[src/rtl/pio_pkg.sv]
package pio_pkg;
    localparam int PIO_DW = 8;

    typedef enum logic [1:0] {
        SEL_CTRL  = 2'b00,
        SEL_PORTC = 2'b01,
        SEL_PORTB = 2'b10,
        SEL_PORTA = 2'b11
    } pio_sel_e;

    localparam int DIR_A  = 0;
    localparam int DIR_B  = 1;
    localparam int DIR_CL = 2;
    localparam int DIR_CH = 3;
    localparam int DIR_W  = 4;
endpackage

[src/rtl/pio_decode.sv]
module pio_decode
    import pio_pkg::*;
#(
    parameter int DW = PIO_DW
) (
    input  logic          clk,
    input  logic          rst_n,
    input  logic          cs,
    input  logic          wr,
    input  logic [1:0]    sel,
    input  logic [DW-1:0] wr_data,
    output logic          wr_a,
    output logic          wr_b,
    output logic          wr_c,
    output logic          wr_mode,
    output logic          wr_bit
);
    localparam int IDX_W = $clog2(DW);

    logic wr_hit;
    logic ctrl_hit;
    logic bit_field_ok;

    always_comb begin
        wr_hit       = cs && wr;
        ctrl_hit     = wr_hit && (pio_sel_e'(sel) == SEL_CTRL);
        bit_field_ok = (wr_data[DW-1:IDX_W+1] == '0);
        wr_a         = wr_hit && (pio_sel_e'(sel) == SEL_PORTA);
        wr_b         = wr_hit && (pio_sel_e'(sel) == SEL_PORTB);
        wr_c         = wr_hit && (pio_sel_e'(sel) == SEL_PORTC);
        wr_mode      = ctrl_hit && wr_data[DW-1];
        wr_bit       = ctrl_hit && bit_field_ok;
    end

    // at most one register written per cycle, and never without select
    p_one_target_r3: assert property (@(posedge clk) disable iff (!rst_n)
        $onehot0({wr_a, wr_b, wr_c, wr_mode, wr_bit}));
    p_no_write_unselected_r11: assert property (@(posedge clk) disable iff (!rst_n)
        !cs |-> !(wr_a || wr_b || wr_c || wr_mode || wr_bit));
endmodule

[src/rtl/pio_regs.sv]
module pio_regs
    import pio_pkg::*;
#(
    parameter int DW = PIO_DW
) (
    input  logic             clk,
    input  logic             rst_n,
    input  logic             wr_a,
    input  logic             wr_b,
    input  logic             wr_c,
    input  logic             wr_mode,
    input  logic             wr_bit,
    input  logic [DW-1:0]    wr_data,
    output logic [DW-1:0]    a_q,
    output logic [DW-1:0]    b_q,
    output logic [DW-1:0]    c_q,
    output logic [DIR_W-1:0] dir_q
);
    localparam int IDX_W = $clog2(DW);

    typedef struct packed {
        logic [DW-1:0]    a;
        logic [DW-1:0]    b;
        logic [DW-1:0]    c;
        logic [DIR_W-1:0] dir;
    } regs_t;

    regs_t st_d, st_q;
    logic [IDX_W-1:0] bit_idx;

    always_comb begin
        st_d    = st_q;
        bit_idx = wr_data[IDX_W:1];
        if (wr_mode) begin
            st_d.dir = wr_data[DIR_W-1:0];
            st_d.a   = '0;
            st_d.b   = '0;
            st_d.c   = '0;
        end else if (wr_bit) begin
            st_d.c[bit_idx] = wr_data[0];
        end else begin
            if (wr_a) st_d.a = wr_data;
            if (wr_b) st_d.b = wr_data;
            if (wr_c) st_d.c = wr_data;
        end
    end

    always_ff @(posedge clk or negedge rst_n) begin
        if (!rst_n) st_q <= '0;
        else        st_q <= st_d;
    end

    assign a_q   = st_q.a;
    assign b_q   = st_q.b;
    assign c_q   = st_q.c;
    assign dir_q = st_q.dir;

    p_bit_keeps_dir_r4: assert property (@(posedge clk) disable iff (!rst_n)
        wr_bit |=> $stable(dir_q));
    p_bit_single_change_r5: assert property (@(posedge clk) disable iff (!rst_n)
        wr_bit |=> ($countones(c_q ^ $past(c_q)) <= 1));
    p_mode_clears_r7: assert property (@(posedge clk) disable iff (!rst_n)
        wr_mode |=> (a_q == '0 && b_q == '0 && c_q == '0));
    p_data_keeps_dir_r3: assert property (@(posedge clk) disable iff (!rst_n)
        (wr_a || wr_b || wr_c) |=> $stable(dir_q));
endmodule

[src/rtl/pio_rdmux.sv]
module pio_rdmux
    import pio_pkg::*;
#(
    parameter int DW = PIO_DW
) (
    input  logic             cs,
    input  logic             rd,
    input  logic [1:0]       sel,
    input  logic [DIR_W-1:0] dir_q,
    input  logic [DW-1:0]    a_q,
    input  logic [DW-1:0]    b_q,
    input  logic [DW-1:0]    c_q,
    input  logic [DW-1:0]    pa_in,
    input  logic [DW-1:0]    pb_in,
    input  logic [DW-1:0]    pc_in,
    output logic [DW-1:0]    rd_data,
    output logic             rd_en
);
    localparam int HALF = DW / 2;

    logic [DW-1:0] a_view, b_view, c_view, ctrl_view, mux;

    always_comb begin
        a_view = dir_q[DIR_A] ? a_q : pa_in;
        b_view = dir_q[DIR_B] ? b_q : pb_in;
        c_view[HALF-1:0]  = dir_q[DIR_CL] ? c_q[HALF-1:0]  : pc_in[HALF-1:0];
        c_view[DW-1:HALF] = dir_q[DIR_CH] ? c_q[DW-1:HALF] : pc_in[DW-1:HALF];
        ctrl_view = '0;
        ctrl_view[DW-1] = 1'b1;
        ctrl_view[DIR_W-1:0] = dir_q;
        unique case (pio_sel_e'(sel))
            SEL_PORTA: mux = a_view;
            SEL_PORTB: mux = b_view;
            SEL_PORTC: mux = c_view;
            default:   mux = ctrl_view;
        endcase
        rd_en   = cs && rd;
        rd_data = rd_en ? mux : '0;
    end
endmodule

[src/rtl/tri_port_pio.sv]
module tri_port_pio
    import pio_pkg::*;
#(
    parameter int DW = PIO_DW
) (
    input  logic          clk,
    input  logic          rst_n,
    input  logic          cs,
    input  logic          rd,
    input  logic          wr,
    input  logic [1:0]    sel,
    input  logic [DW-1:0] wr_data,
    output logic [DW-1:0] rd_data,
    output logic          rd_en,
    input  logic [DW-1:0] pa_in,
    output logic [DW-1:0] pa_out,
    output logic [DW-1:0] pa_oe,
    input  logic [DW-1:0] pb_in,
    output logic [DW-1:0] pb_out,
    output logic [DW-1:0] pb_oe,
    input  logic [DW-1:0] pc_in,
    output logic [DW-1:0] pc_out,
    output logic [DW-1:0] pc_oe
);
    localparam int HALF = DW / 2;

    logic wr_a, wr_b, wr_c, wr_mode, wr_bit;
    logic [DW-1:0] a_q, b_q, c_q;
    logic [DIR_W-1:0] dir_q;

    pio_decode #(.DW(DW)) u_dec (
        .clk(clk), .rst_n(rst_n), .cs(cs), .wr(wr), .sel(sel), .wr_data(wr_data),
        .wr_a(wr_a), .wr_b(wr_b), .wr_c(wr_c), .wr_mode(wr_mode), .wr_bit(wr_bit)
    );

    pio_regs #(.DW(DW)) u_regs (
        .clk(clk), .rst_n(rst_n), .wr_a(wr_a), .wr_b(wr_b), .wr_c(wr_c),
        .wr_mode(wr_mode), .wr_bit(wr_bit), .wr_data(wr_data),
        .a_q(a_q), .b_q(b_q), .c_q(c_q), .dir_q(dir_q)
    );

    pio_rdmux #(.DW(DW)) u_rd (
        .cs(cs), .rd(rd), .sel(sel), .dir_q(dir_q), .a_q(a_q), .b_q(b_q), .c_q(c_q),
        .pa_in(pa_in), .pb_in(pb_in), .pc_in(pc_in), .rd_data(rd_data), .rd_en(rd_en)
    );

    assign pa_out = a_q;
    assign pb_out = b_q;
    assign pc_out = c_q;
    assign pa_oe  = {DW{dir_q[DIR_A]}};
    assign pb_oe  = {DW{dir_q[DIR_B]}};
    assign pc_oe  = {{HALF{dir_q[DIR_CH]}}, {HALF{dir_q[DIR_CL]}}};

    // enable never raised without a read request
    p_rden_needs_rd_r9: assert property (@(posedge clk) disable iff (!rst_n)
        rd_en |-> (cs && rd));
endmodule

[config.mk]
export PLATFORM = sky130hd
export DESIGN_NAME = tri_port_pio
export DESIGN_NICKNAME = d
export VERILOG_FILES = /design/src/rtl/pio_pkg.sv /design/src/rtl/pio_decode.sv /design/src/rtl/pio_regs.sv /design/src/rtl/pio_rdmux.sv /design/src/rtl/tri_port_pio.sv
export SDC_FILE = /design/constraint.sdc
export NUM_CORES = 1
export LEC_CHECK = 0
export BUFFER_PORTS_ARGS = -buffer_cell sky130_fd_sc_hd__buf_2
export CORE_MARGIN = 8
export CORE_UTILIZATION = 51
export DETAILED_ROUTE_END_ITERATION = 10
export HOLD_SLACK_MARGIN = 0.12
export PLACE_DENSITY = 0.92
export RECOVER_POWER = 50
export SETUP_SLACK_MARGIN = 0.1
export SLEW_MARGIN = 40
export SYNTH_ARGS = -nofsm -noshare
export SYNTH_HDL_FRONTEND = slang
export SYNTH_HIERARCHICAL = 1
export SYNTH_SLANG_ARGS = --single-unit
[constraint.sdc]
create_clock -name clk -period 3.45 [get_ports clk]
set_clock_uncertainty 0.05 [all_clocks]
set_input_delay 0.5175 -clock clk [delete_from_list [all_inputs] [get_ports clk]]
set_output_delay 0.5175 -clock clk [all_outputs]
set_load 0.005 [all_outputs]
==> key figures, run 1 <==
Outcome
  – Status: complete, but fails checks
  – Failing checks: max-capacitance violations, max-slew violations

Place
  – Detail Placement HPWL: 4.77 mm
  – Port bufs: 95
  – Placer Congestion: 0.889
  – Placed Area: around 2400 sq um

STA
  – Setup-failing EPs final: 0
  – Final Hold Vio Count: 0
  – Slew margin rel.: -3.42%
  – Fin crit share: 74.5%
  – RSZ-0062 raised after global routing: false
  – Max Clock Freq: approximately 390 MHz
  – Slew Limit Fails: 29
  – Setup TNS: 0 ps
  – Actual slew at the worst max-slew pin: between 1500 and 2000 ps
  – Tmin final: between 2000 and 3000 ps

Pwr
  – Switch Pwr: about 0.39 mW
  – Sw Share: between 30% and 40%
  – Int Power: 0.755 mW
  – Share of power burned in registers: a little over two fifths
  – Power per Cell Area: about 470 nW/um^2
  – Clock power share: 22.9%
  – Max VDD drop: between 0.2 and 0.25 mV
  – Pleak: 1.28 nW
  – Logic gate share of total power: 33.4%

Layout
  – Fin area: 2450 sq um
  – Fill cells: 355
  – Ant. Diodes: 0
  – # nets final: about 320
  – Share of cells above drive strength 1: 36.9%
  – Synth-to-layout area growth: 16.5%

Job
  – Maxcap violations: 1

Synthesis
  – Post-synthesis cell area: 2110 sq um
  – Synthesis Warnings: 6
  – Top-count cell post-synth: mux2i_1
  – Synth Area per Inst: 9.84 sq um
  – Cell count after synthesis: 214
  – Post-synthesis register bit count: 28
  – Mapped Nets: 253
  – Commonest cells post-synth: mux2i_1 (36), dfrtp_1 (28), buf_4 (25)
  – Synth top area share: 33.3%
  – Register area share after synthesis: 33.3%
  – FFs w/ async S/R, synth: 100%
  – Yosys cell types: 40
  – Top cell type by total area after synthesis: dfrtp_1
  – Ys flop type: dfrtp_1
  – Post-synth EDFFs: 0
  – Top cells by area, synth: dfrtp_1 (33%), mux2i_1 (17%), buf_4 (8.9%), mux2_2 (5.9%), nor2_1 (3.6%)

Clocking
  – CTS tree: yes
  – Cts hold-fix bufs: 0
  – # H-tree levels: 1
  – CTS Buffer Depth: 2
  – Setup Buffers After CTS: 0
  – # resized after CTS: 0
  – Clock root buffer: clkbuf_8
  – Clk slew on worst S/H paths: 100 ps
  – Clock Sinks: 28
  – Clk_lat worst skew: 280 ps
  – CTS buffer count: 3

GRT
  – Initial antenna violation count: 0
  – All-Layer GR Usage: 18.6%
  – First-pass GRT wire length: around 9.5 mm
  – Largest net degree at the start of global routing: 30
  – Vias in the first global route: around 1800
  – GRT Residual Overflow: 0

Floorplan
  – Die Y: 80.3 um
  – Row count: 23
  – Num ports: 96
  – Initial Util: 52.6%
  – Core Region: 4000 sq um
  – Die area: 6440 sq um
  – Die X: 80.3 um

Detailed routing
  – Iter 0 DRT Violations: between 200 and 250
  – Avg Vias per Cell: 5.95
  – DRT Pass-1 Iters: 4
  – Post-route DRC: 0
  – Routed Wire Length: around 6.4 mm
  – Post-route ant nets: 0
  – Mean routed wirelength per cell: roughly 19 um
  – Via count: just under 2000

Hold path
  – Tightest Hold Check Type: in2reg
  – Hold path cells: 3

Worst setup path
  – Worst Setup Path Type: reg2out
  – R2R cell count: 1
  – Crit path arrival time: 2000 ps
  – Crit path max fanout: 18
  – Startpoint types: flop
  – Required time of the worst setup path: 2880 ps
  – CP Capture Type: primary output
power groups by stage:
stage	logic, mW	clock network (mW)	registers, mW
finish	0.381	0.262	0.499
global route	0.412	0.278	0.512
CTS	0.394	0.262	0.497
detailed placement	0.393	0	0.503
global placement	0.383	0	0.502
floorplan	0.295	0	0.467
path summary, 6_finish.rpt:
path                                       from         endpoint  slack [ps]
worst min-delay path                 wr_data[7]    u_regs/b_q[7]         480
max in group asynchronous                 rst_n    u_regs/c_q[7]        1890
worst max-delay path            u_regs/dir_q[0]       rd_data[7]         880
worst max register to register  u_regs/dir_q[0]  u_regs/dir_q[0]        2250
min in group asynchronous                 rst_n    u_regs/b_q[6]         550
worst min register to register    u_regs/c_q[4]    u_regs/c_q[4]         490
registers in the layout, indices dropped and copies added (netlist names):
signal and count:
u_regs/c_q 8, u_regs/a_q 8, u_regs/dir_q 4, u_regs/b_q 8
worst max-delay path: stages (launching register included):
cell and delay [ps]:
dfrtp_1 810, mux2i_1 210, mux2_2 310, a221oi_2 250
buf_2 140
layout make-up:
class                   instances  area, sq um  share of cell area [%]
clock buffers                   3         41.3                    1.68
repair buffers                 97          467                    19.0
inverters                       6         22.5                   0.918
clock inverters                 1         30.0                    1.22
flip-flops and latches         28          701                    28.6
well taps                      50         62.6                    2.55
multi-input cells             144         1130                    46.0
kinds of logic after synthesis:
kind of cell	Yosys count	share of synthesized area (%)
mux	47	23.0
buf+inv	42	13.4
simple gates	58	16.2
flops	28	33.3
compound gates	39	14.1
cells in the final DEF, fill, tap and decap left out, types with 3 or more instances in the layout:
| cell type | synthesis | layout |
|---|---|---|
| mux2i_1 | 36 | 36 |
| clkbuf_8 | 0 | 3 |
| nand2b_1 | 4 | 4 |
| buf_2 | 6 | 76 |
| nand2_1 | 6 | 6 |
| nor2_1 | 20 | 20 |
| mux2_2 | 11 | 11 |
| a21oi_1 | 13 | 13 |
| o22ai_1 | 4 | 4 |
| nor2b_1 | 9 | 9 |
| inv_1 | 6 | 6 |
| o221a_2 | 4 | 4 |
| clkbuf_1 | 0 | 19 |
| dfrtp_1 | 28 | 28 |
| nand4b_1 | 3 | 3 |
| a32o_1 | 5 | 5 |
stage by stage:
step | setup slack (ps) | cells | utilization, % | total power, mW | hold slack, ps
after floorplan | 1250 | 214 | - | 0.761 | 172
after global placement | 948 | 325 | 60.1 | 0.884 | 468
after detailed placement | 818 | 325 | 60.1 | 0.896 | 467
after CTS | 857 | 329 | 61.9 | 1.15 | 216
after global routing | 769 | 329 | 61.3 | 1.20 | 494
final | 879 | 329 | 61.3 | 1.14 | 484
routing by layer:
metal  GRT usage, %  vias up  part of all wire (%)
met5              0        -                     0
met1           24.6      917                    40
met4           3.64        0                   1.1
met3           4.24        9                    13
li1               -      892                     -
met2           30.2      138                    46
Power figures use the tool's default switching activity.
==> run 2: changes to the inputs <==
--- a/config.mk
+++ b/config.mk
@@ -7,10 +7,10 @@
 export LEC_CHECK = 0
 export BUFFER_PORTS_ARGS = -buffer_cell sky130_fd_sc_hd__buf_2
 export CORE_MARGIN = 8
-export CORE_UTILIZATION = 51
+export CORE_UTILIZATION = 43
 export DETAILED_ROUTE_END_ITERATION = 10
 export HOLD_SLACK_MARGIN = 0.12
-export PLACE_DENSITY = 0.92
+export PLACE_DENSITY = 0.83
 export RECOVER_POWER = 50
 export SETUP_SLACK_MARGIN = 0.1
 export SLEW_MARGIN = 40
==> constraint.sdc (replaced) <==
create_clock -name clk -period 2.1 [get_ports clk]
set_clock_uncertainty 0.05 [all_clocks]
set_input_delay 0.315 -clock clk [delete_from_list [all_inputs] [get_ports clk]]
set_output_delay 0.315 -clock clk [all_outputs]
set_load 0.005 [all_outputs]
==> key figures, run 2 (same netlist as run 1, synthesis figures left out) <==
Floorplan
  – Die area: 7390 sq um (was 6440 sq um)
  – Row count: 25 (was 23)
  – Initial Util: 44.6% (was 52.6%)
  – Die X: 86.0 um (was 80.3 um)
  – Num ports: 96 (unchanged)
  – Die Y: 86.0 um (was 80.3 um)
  – Core Region: 4720 sq um (was 4000 sq um)

GRT
  – Vias in the first global route: 2083 (was 1836)
  – GRT Residual Overflow: 0 (unchanged)
  – All-Layer GR Usage: 17.5% (was 18.6%)
  – Largest net degree at the start of global routing: 29 (was 30)
  – First-pass GRT wire length: 10.6 mm (was 9.54 mm)
  – Initial antenna violation count: 0 (unchanged)

Place
  – Placed Instances: 358 (was 325)
  – Detail Placement HPWL: 5.19 mm (was 4.77 mm)
  – Port bufs: 95 (unchanged)
  – Placer Congestion: 0.896 (was 0.889)

Detailed routing
  – Iter 0 DRT Violations: 176 (was 207)
  – Top routing layer in use: met4 (unchanged)
  – Avg Vias per Cell: 5.62 (was 5.95)
  – Metal3 WL: 810 um (was 837 um)
  – Post-route ant nets: 0 (unchanged)
  – Met2 routed WL: 3.26 mm (was 2.91 mm)
  – DRT Pass-1 Iters: 4 (unchanged)
  – M1 WL: 2.80 mm (was 2.55 mm)
  – Mean routed wirelength per cell: 18.8 um (was 19.3 um)
  – Post-route DRC: 0 (unchanged)
  – Via count: 2080 (was 1956)
  – Routed Wire Length: 6.95 mm (was 6.37 mm)

Clocking
  – Clock Sinks: 28 (unchanged)
  – CTS buffer count: 3 (unchanged)
  – # H-tree levels: 1 (unchanged)
  – CTS Buffer Depth: 2 (unchanged)
  – Clk slew on worst S/H paths: 100 ps (about the same)
  – CTS tree: yes (unchanged)
  – Clock root buffer: clkbuf_8 (unchanged)
  – Clk_lat worst skew: 270 ps (was 280 ps)

Layout
  – Layout Cells excl Fill: 370 (was 329)
  – Most common cell after layout, fill and taps aside: buf_2 (unchanged)
  – Synth-to-layout area growth: 28.6% (was 16.5%)
  – Most frequent cells in the layout: buf_2 (72), mux2i_1 (35), dfrtp_1 (26) (was buf_2 (76), mux2i_1 (36), dfrtp_1 (28))
  – Ant. Diodes: 0 (unchanged)
  – # nets final: 343 (was 319)
  – Share of cells above drive strength 1: 41.6% (was 36.9%)

Hold path
  – Hold path cells: 3 (unchanged)
  – Tightest Hold Check Type: in2reg (unchanged)

STA
  – Slew Limit Fails: 0 (was 29)
  – Setup-failing EPs final: 0 (unchanged)
  – Setup TNS: 0 ps (unchanged)
  – Max Clock Freq: 500 MHz
  – Slew margin rel.: 52.3% (was -3.42%)
  – Final Hold Vio Count: 0 (unchanged)
  – Fin crit share: 95.3%
  – Tmin final: approximately 2000 ps
  – RSZ-0062 raised after global routing: true (was false)
  – Actual slew at the worst max-slew pin: 716 ps (was 1550 ps)

Worst setup path
  – Crit path arrival time: 1640 ps (was 2000 ps)
  – Startpoint types: flop (unchanged)
  – Crit path max fanout: 6 (was 18)
  – R2R cell count: 2 (was 1)
  – CP Capture Type: primary output (unchanged)
  – Required time of the worst setup path: 1740 ps (was 2880 ps)
  – Worst Setup Path Type: reg2out (unchanged)

Pwr
  – Pleak: 1.41 nW (was 1.28 nW)
  – Max VDD drop: 0.287 mV (was 0.237 mV)
  – Power per Cell Area: 741 nW/um^2 (was 465 nW/um^2)

Job
  – Maxcap violations: 0 (was 1)

Outcome
  – Status: completed (was complete, but fails checks)
[run 2: cell count changes in the layout (fill, tap and decap cells not counted), moves of 2 or more]
cell      previous run  this run
clkbuf_1            19        21
buf_12               0         3
buf_2               76        72
buf_4                2        22
dfrtp_1             28        26
dfrtp_2              0         2
[run 2: timing repair]
action                                  4_1_cts  5_1_grt
setup buffers                                 4        3
gates resized for setup                       4        1
endpoints found under the hold margin        28        0
pin swaps                                     0        1
endpoints found under the setup margin        8       18
hold buffers                                  1        0
[run 2: stage by stage]
step	hold slack (ps)	power (mW)	instance area (sq um)	worst slack (ps)	utilization [%]
2_1_floorplan	-30.6	1.25	2110	103	-
3_3_place_gp	313	1.50	2570	-45.5	54.4
3_5_place_dp	325	1.52	2570	-120	54.4
4_1_cts	294	2.00	2710	95.7	57.3
5_1_grt	307	2.11	2710	54.9	57.4
6_report	295	2.01	2710	98.1	57.4
[run 2: path summary, 6_finish.rpt]
| kind | startpoint | to | slack (ps) |
|---|---|---|---|
| max in group asynchronous | rst_n | u_regs/dir_q[1] | 920 |
| min in group asynchronous | rst_n | u_regs/a_q[3] | 590 |
| worst max register to register | u_regs/dir_q[0] | u_regs/dir_q[0] | 970 |
| worst min-delay path | wr_data[5] | u_regs/b_q[5] | 300 |
| worst min register to register | u_regs/c_q[4] | u_regs/c_q[4] | 500 |
| worst max-delay path | u_regs/dir_q[0] | rd_data[2] | 100 |
[run 2: cell type report]
cell class                 instances  area, sq um
timing repair buffer             121          683
sequential                        28          703
tap                               67         83.8
clock buffer                       3         41.3
multi-input combinational        144         1140
fill                             419         2010
clock inverter                     1         30.0
inverter                           6         22.5
[run 2: worst max-delay path, stage by stage (launching register included)]
cell       delay (ps)
dfrtp_2           500
buf_12            140
mux2i_1           220
o2bb2ai_1         120
o221a_2           250
buf_2             130
[run 2: metal layers]
| layer | vias to the layer above | GRT usage [%] |
|---|---|---|
| li1 | 940 | - |
| met1 | 995 | 22.0 |
| met4 | 0 | 4.30 |
| met5 | - | 0 |
| met3 | 10 | 4.20 |
| met2 | 135 | 29.2 |
[run 2: report_power, final]
group	switching [mW]	internal (mW)
Clock	0.173	0.255
Sequential	0.123	0.650
Combinational	0.382	0.423
==> run 3: changes to the inputs <==
--- a/config.mk
+++ b/config.mk
@@ -5,9 +5,10 @@
 export SDC_FILE = /design/constraint.sdc
 export NUM_CORES = 1
 export LEC_CHECK = 0
+export ABC_AREA = 1
 export BUFFER_PORTS_ARGS = -buffer_cell sky130_fd_sc_hd__buf_2
 export CORE_MARGIN = 8
-export CORE_UTILIZATION = 43
+export CORE_UTILIZATION = 44
 export DETAILED_ROUTE_END_ITERATION = 10
 export HOLD_SLACK_MARGIN = 0.12
 export PLACE_DENSITY = 0.83
==> key figures, run 3 <==
Place
  – Port bufs: 95 (unchanged)
  – Detail Placement HPWL: 5.68 mm (was 5.19 mm)
  – Placed Instances: 516 (was 358)
  – Placer Congestion: 0.958 (was 0.896)

Detailed routing
  – Post-route DRC: 0 (unchanged)
  – Routed Wire Length: 6.89 mm (was 6.95 mm)
  – Mean routed wirelength per cell: 13.2 um (was 18.8 um)
  – Iter 0 DRT Violations: 135 (was 176)
  – Post-route ant nets: 0 (unchanged)
  – Via count: 2486 (was 2080)
  – Avg Vias per Cell: 4.77 (was 5.62)
  – DRT Pass-1 Iters: 4 (unchanged)

STA
  – Max Clock Freq: 529 MHz (was 500 MHz)
  – Setup-failing EPs final: 0 (unchanged)
  – Slew Limit Fails: 0 (unchanged)
  – Final Hold Vio Count: 0 (unchanged)
  – Actual slew at the worst max-slew pin: 995 ps (was 716 ps)
  – RSZ-0062 raised after global routing: false (was true)
  – Setup TNS: 0 ps (unchanged)
  – Tmin final: 1890 ps (was 2000 ps)
  – Fin crit share: 90.0% (was 95.3%)
  – Slew margin rel.: 33.7% (was 52.3%)

Worst setup path
  – Crit path arrival time: 2030 ps (was 1640 ps)
  – Crit-path cells: buf_2, nand2_2, inv_1, nand2_1, nor2_1, inv_1, clkbuf_1, nand3_1, o21ai_0 (was buf_12, mux2i_1, o2bb2ai_1, o221a_2, buf_2)
  – Critical-path top delay cell: clkbuf_1 (was dfrtp_2)
  – Worst Setup Path Type: in2reg (was reg2out)
  – CP Capture Type: flop (was primary output)
  – R2R cell count: 3 (was 2)
  – WP depth: 9 (was 5)
  – Crit-path leading delay family: buffers and inverters (was flip-flops)
  – Required time of the worst setup path: 2240 ps (was 1740 ps)
  – Crit path buf inv count: 4 (was 2)
  – Max stage delay on crit path: 770 ps (was 500 ps)
  – Most frequent cell on the critical path: inv_1
  – Startpoint types: input pin (was flop)
  – Crit path max fanout: 24 (was 6)

Layout
  – Ant. Diodes: 0 (unchanged)
  – Fill cells: 550 (was 419)
  – Most common cell after layout, fill and taps aside: nand2_1 (was buf_2)
  – # nets final: 491 (was 343)
  – Share of cells above drive strength 1: 23.1% (was 41.6%)
  – Layout Cells excl Fill: 521 (was 370)
  – Most frequent cells in the layout: nand2_1 (160), buf_2 (78), inv_1 (48) (was buf_2 (72), mux2i_1 (35), dfrtp_1 (26))
  – Synth-to-layout area growth: 18.7% (was 28.6%)

GRT
  – First-pass GRT wire length: 10.9 mm (was 10.6 mm)
  – GRT Residual Overflow: 0 (unchanged)
  – Largest net degree at the start of global routing: 29 (unchanged)
  – Vias in the first global route: 2288 (was 2083)
  – All-Layer GR Usage: 17.8% (was 17.5%)
  – Initial antenna violation count: 0 (unchanged)

Synthesis
  – Post-synth EDFFs: 0 (unchanged)
  – FFs w/ async S/R, synth: 100% (unchanged)
  – Top cell type by total area after synthesis: dfrtp_1 (unchanged)
  – Register area share after synthesis: 30.8% (was 33.3%)
  – Synth Area per Inst: 6.02 sq um (was 9.84 sq um)
  – Top cells by area, synth: dfrtp_1 (31%), nand2_1 (26%), nand3_1 (8.8%), inv_1 (7.7%), buf_4 (6.9%) (was dfrtp_1 (33%), mux2i_1 (17%), buf_4 (8.9%), mux2_2 (5.9%), nor2_1 (3.6%))
  – Commonest cells post-synth: nand2_1 (160), inv_1 (47), nand3_1 (40) (was mux2i_1 (36), dfrtp_1 (28), buf_4 (25))
  – Post-synthesis xor/xnor area fraction: 0% (unchanged)
  – Post-Synth Adder-Cell Area: 0% (unchanged)
  – Top-count cell post-synth: nand2_1 (was mux2i_1)
  – Ys flop type: dfrtp_1 (unchanged)
  – Synth Area in Compound Gates: 5.99% (was 14.1%)
  – Synth top area share: 30.8% (was 33.3%)
  – Cell count after synthesis: 378 (was 214)
  – Post-synthesis register bit count: 28 (unchanged)
  – Synthesis Warnings: 6 (unchanged)
  – Yosys cell types: 22 (was 40)
  – Multiplexer share of the synthesized area: 0% (was 23.0%)
  – Largest family of logic cells by synthesized area: simple AND/OR/NAND/NOR gates (was multiplexers)
  – Synth Area in Simple Gates: 44.3% (was 16.2%)
  – Post-synthesis cell area: 2280 sq um (was 2110 sq um)
  – Mapped Nets: 417 (was 253)

Job
  – Maxcap violations: 0 (unchanged)

Floorplan
  – Core Region: 5040 sq um (was 4720 sq um)
  – Row count: 26 (was 25)
  – Die area: 7730 sq um (was 7390 sq um)
  – Num ports: 96 (unchanged)
  – Die Y: 87.9 um (was 86.0 um)
  – Initial Util: 45.2% (was 44.6%)
  – Die X: 87.9 um (was 86.0 um)

Pwr
  – Power per Cell Area: 679 nW/um^2 (was 741 nW/um^2)
  – Pleak: 1.66 nW (was 1.41 nW)
  – Max VDD drop: 0.542 mV (was 0.287 mV)

Clocking
  – Setup Buffers After CTS: 0 (was 4)
  – Clk slew on worst S/H paths: 100 ps (about the same)
  – CTS Buffer Depth: 2 (unchanged)
  – Clock root buffer: clkbuf_8 (unchanged)
  – Clk_lat worst skew: 280 ps (was 270 ps)
  – CTS tree: yes (unchanged)
  – Clock Sinks: 28 (unchanged)
  – CTS buffer count: 3 (unchanged)
  – # H-tree levels: 1 (unchanged)

Outcome
  – Status: completed (unchanged)

Hold path
  – Hold path cells: 3 (unchanged)
  – Tightest Hold Check Type: in2reg (unchanged)
-- run 3: logic make-up after synthesis --
logic type,count (synthesis)
AND/OR/NAND/NOR,240
buffers and inverters,85
flip-flops,28
AO/OA/AOI/OAI,25
-- run 3: layout make-up --
class / count / area, sq um / share of cell area (%)
multi-input combinational: 265 / 1140 / 42.3
sequential: 28 / 703 / 26.0
timing repair buffer: 100 / 492 / 18.2
inverter: 54 / 205 / 7.59
tap: 70 / 87.6 / 3.24
clock buffer: 3 / 41.3 / 1.53
clock inverter: 1 / 30.0 / 1.11
-- run 3: worst paths after layout --
check | from | endpoint | slack [ps]
worst min register to register | u_regs/c_q[7] | u_regs/c_q[7] | 480
worst max register to register | u_regs/dir_q[1] | u_regs/dir_q[1] | 1130
worst min-delay path | wr_data[0] | u_regs/dir_q[0] | 260
worst max-delay path | cs | u_regs/c_q[6] | 210
max in group asynchronous | rst_n | u_regs/dir_q[0] | 950
min in group asynchronous | rst_n | u_regs/a_q[1] | 560
-- run 3: tightest hold or removal path, cell delays in order --
cell and delay (ps):
buf_2 120, nand2_1 60, nand2_1 60
-- run 3: metrics by stage --
stage / hold WS, ps / setup WS (ps) / util [%] / instance area, sq um / total power [mW]
after floorplan: -30.6 / 636 / - / 2280 / 1.20
after global placement: 312 / 421 / 52.4 / 2640 / 1.43
after detailed placement: 315 / 366 / 52.4 / 2640 / 1.44
after CTS: 252 / 235 / 54.1 / 2730 / 1.87
after global routing: 261 / 96.8 / 53.6 / 2700 / 1.97
final: 258 / 210 / 53.6 / 2700 / 1.84
-- run 3: timing repair --
| item | CTS | global route |
|---|---|---|
| pin swaps | 0 | 0 |
| gates resized for setup | 1 | 1 |
| setup endpoints to repair | 2 | 3 |
| hold buffers | 1 | 0 |
| hold endpoints to repair | 28 | 0 |
-- run 3: per-layer routing --
metal	routed length (um)	global-route usage [%]	up-vias
li1	-	-	1277
met1	3050	22.6	1090
met2	3240	29.1	113
met3	511	3.56	6
met4	87	6.09	0
met5	0	0	-
-- run 3: power by group --
part | switching [mW] | internal (mW) | leakage (nW) | total [mW]
sequential | 0.142 | 0.642 | 0.355 | 0.784
combinational | 0.357 | 0.272 | 1.27 | 0.629
clock | 0.168 | 0.255 | 0.0357 | 0.423
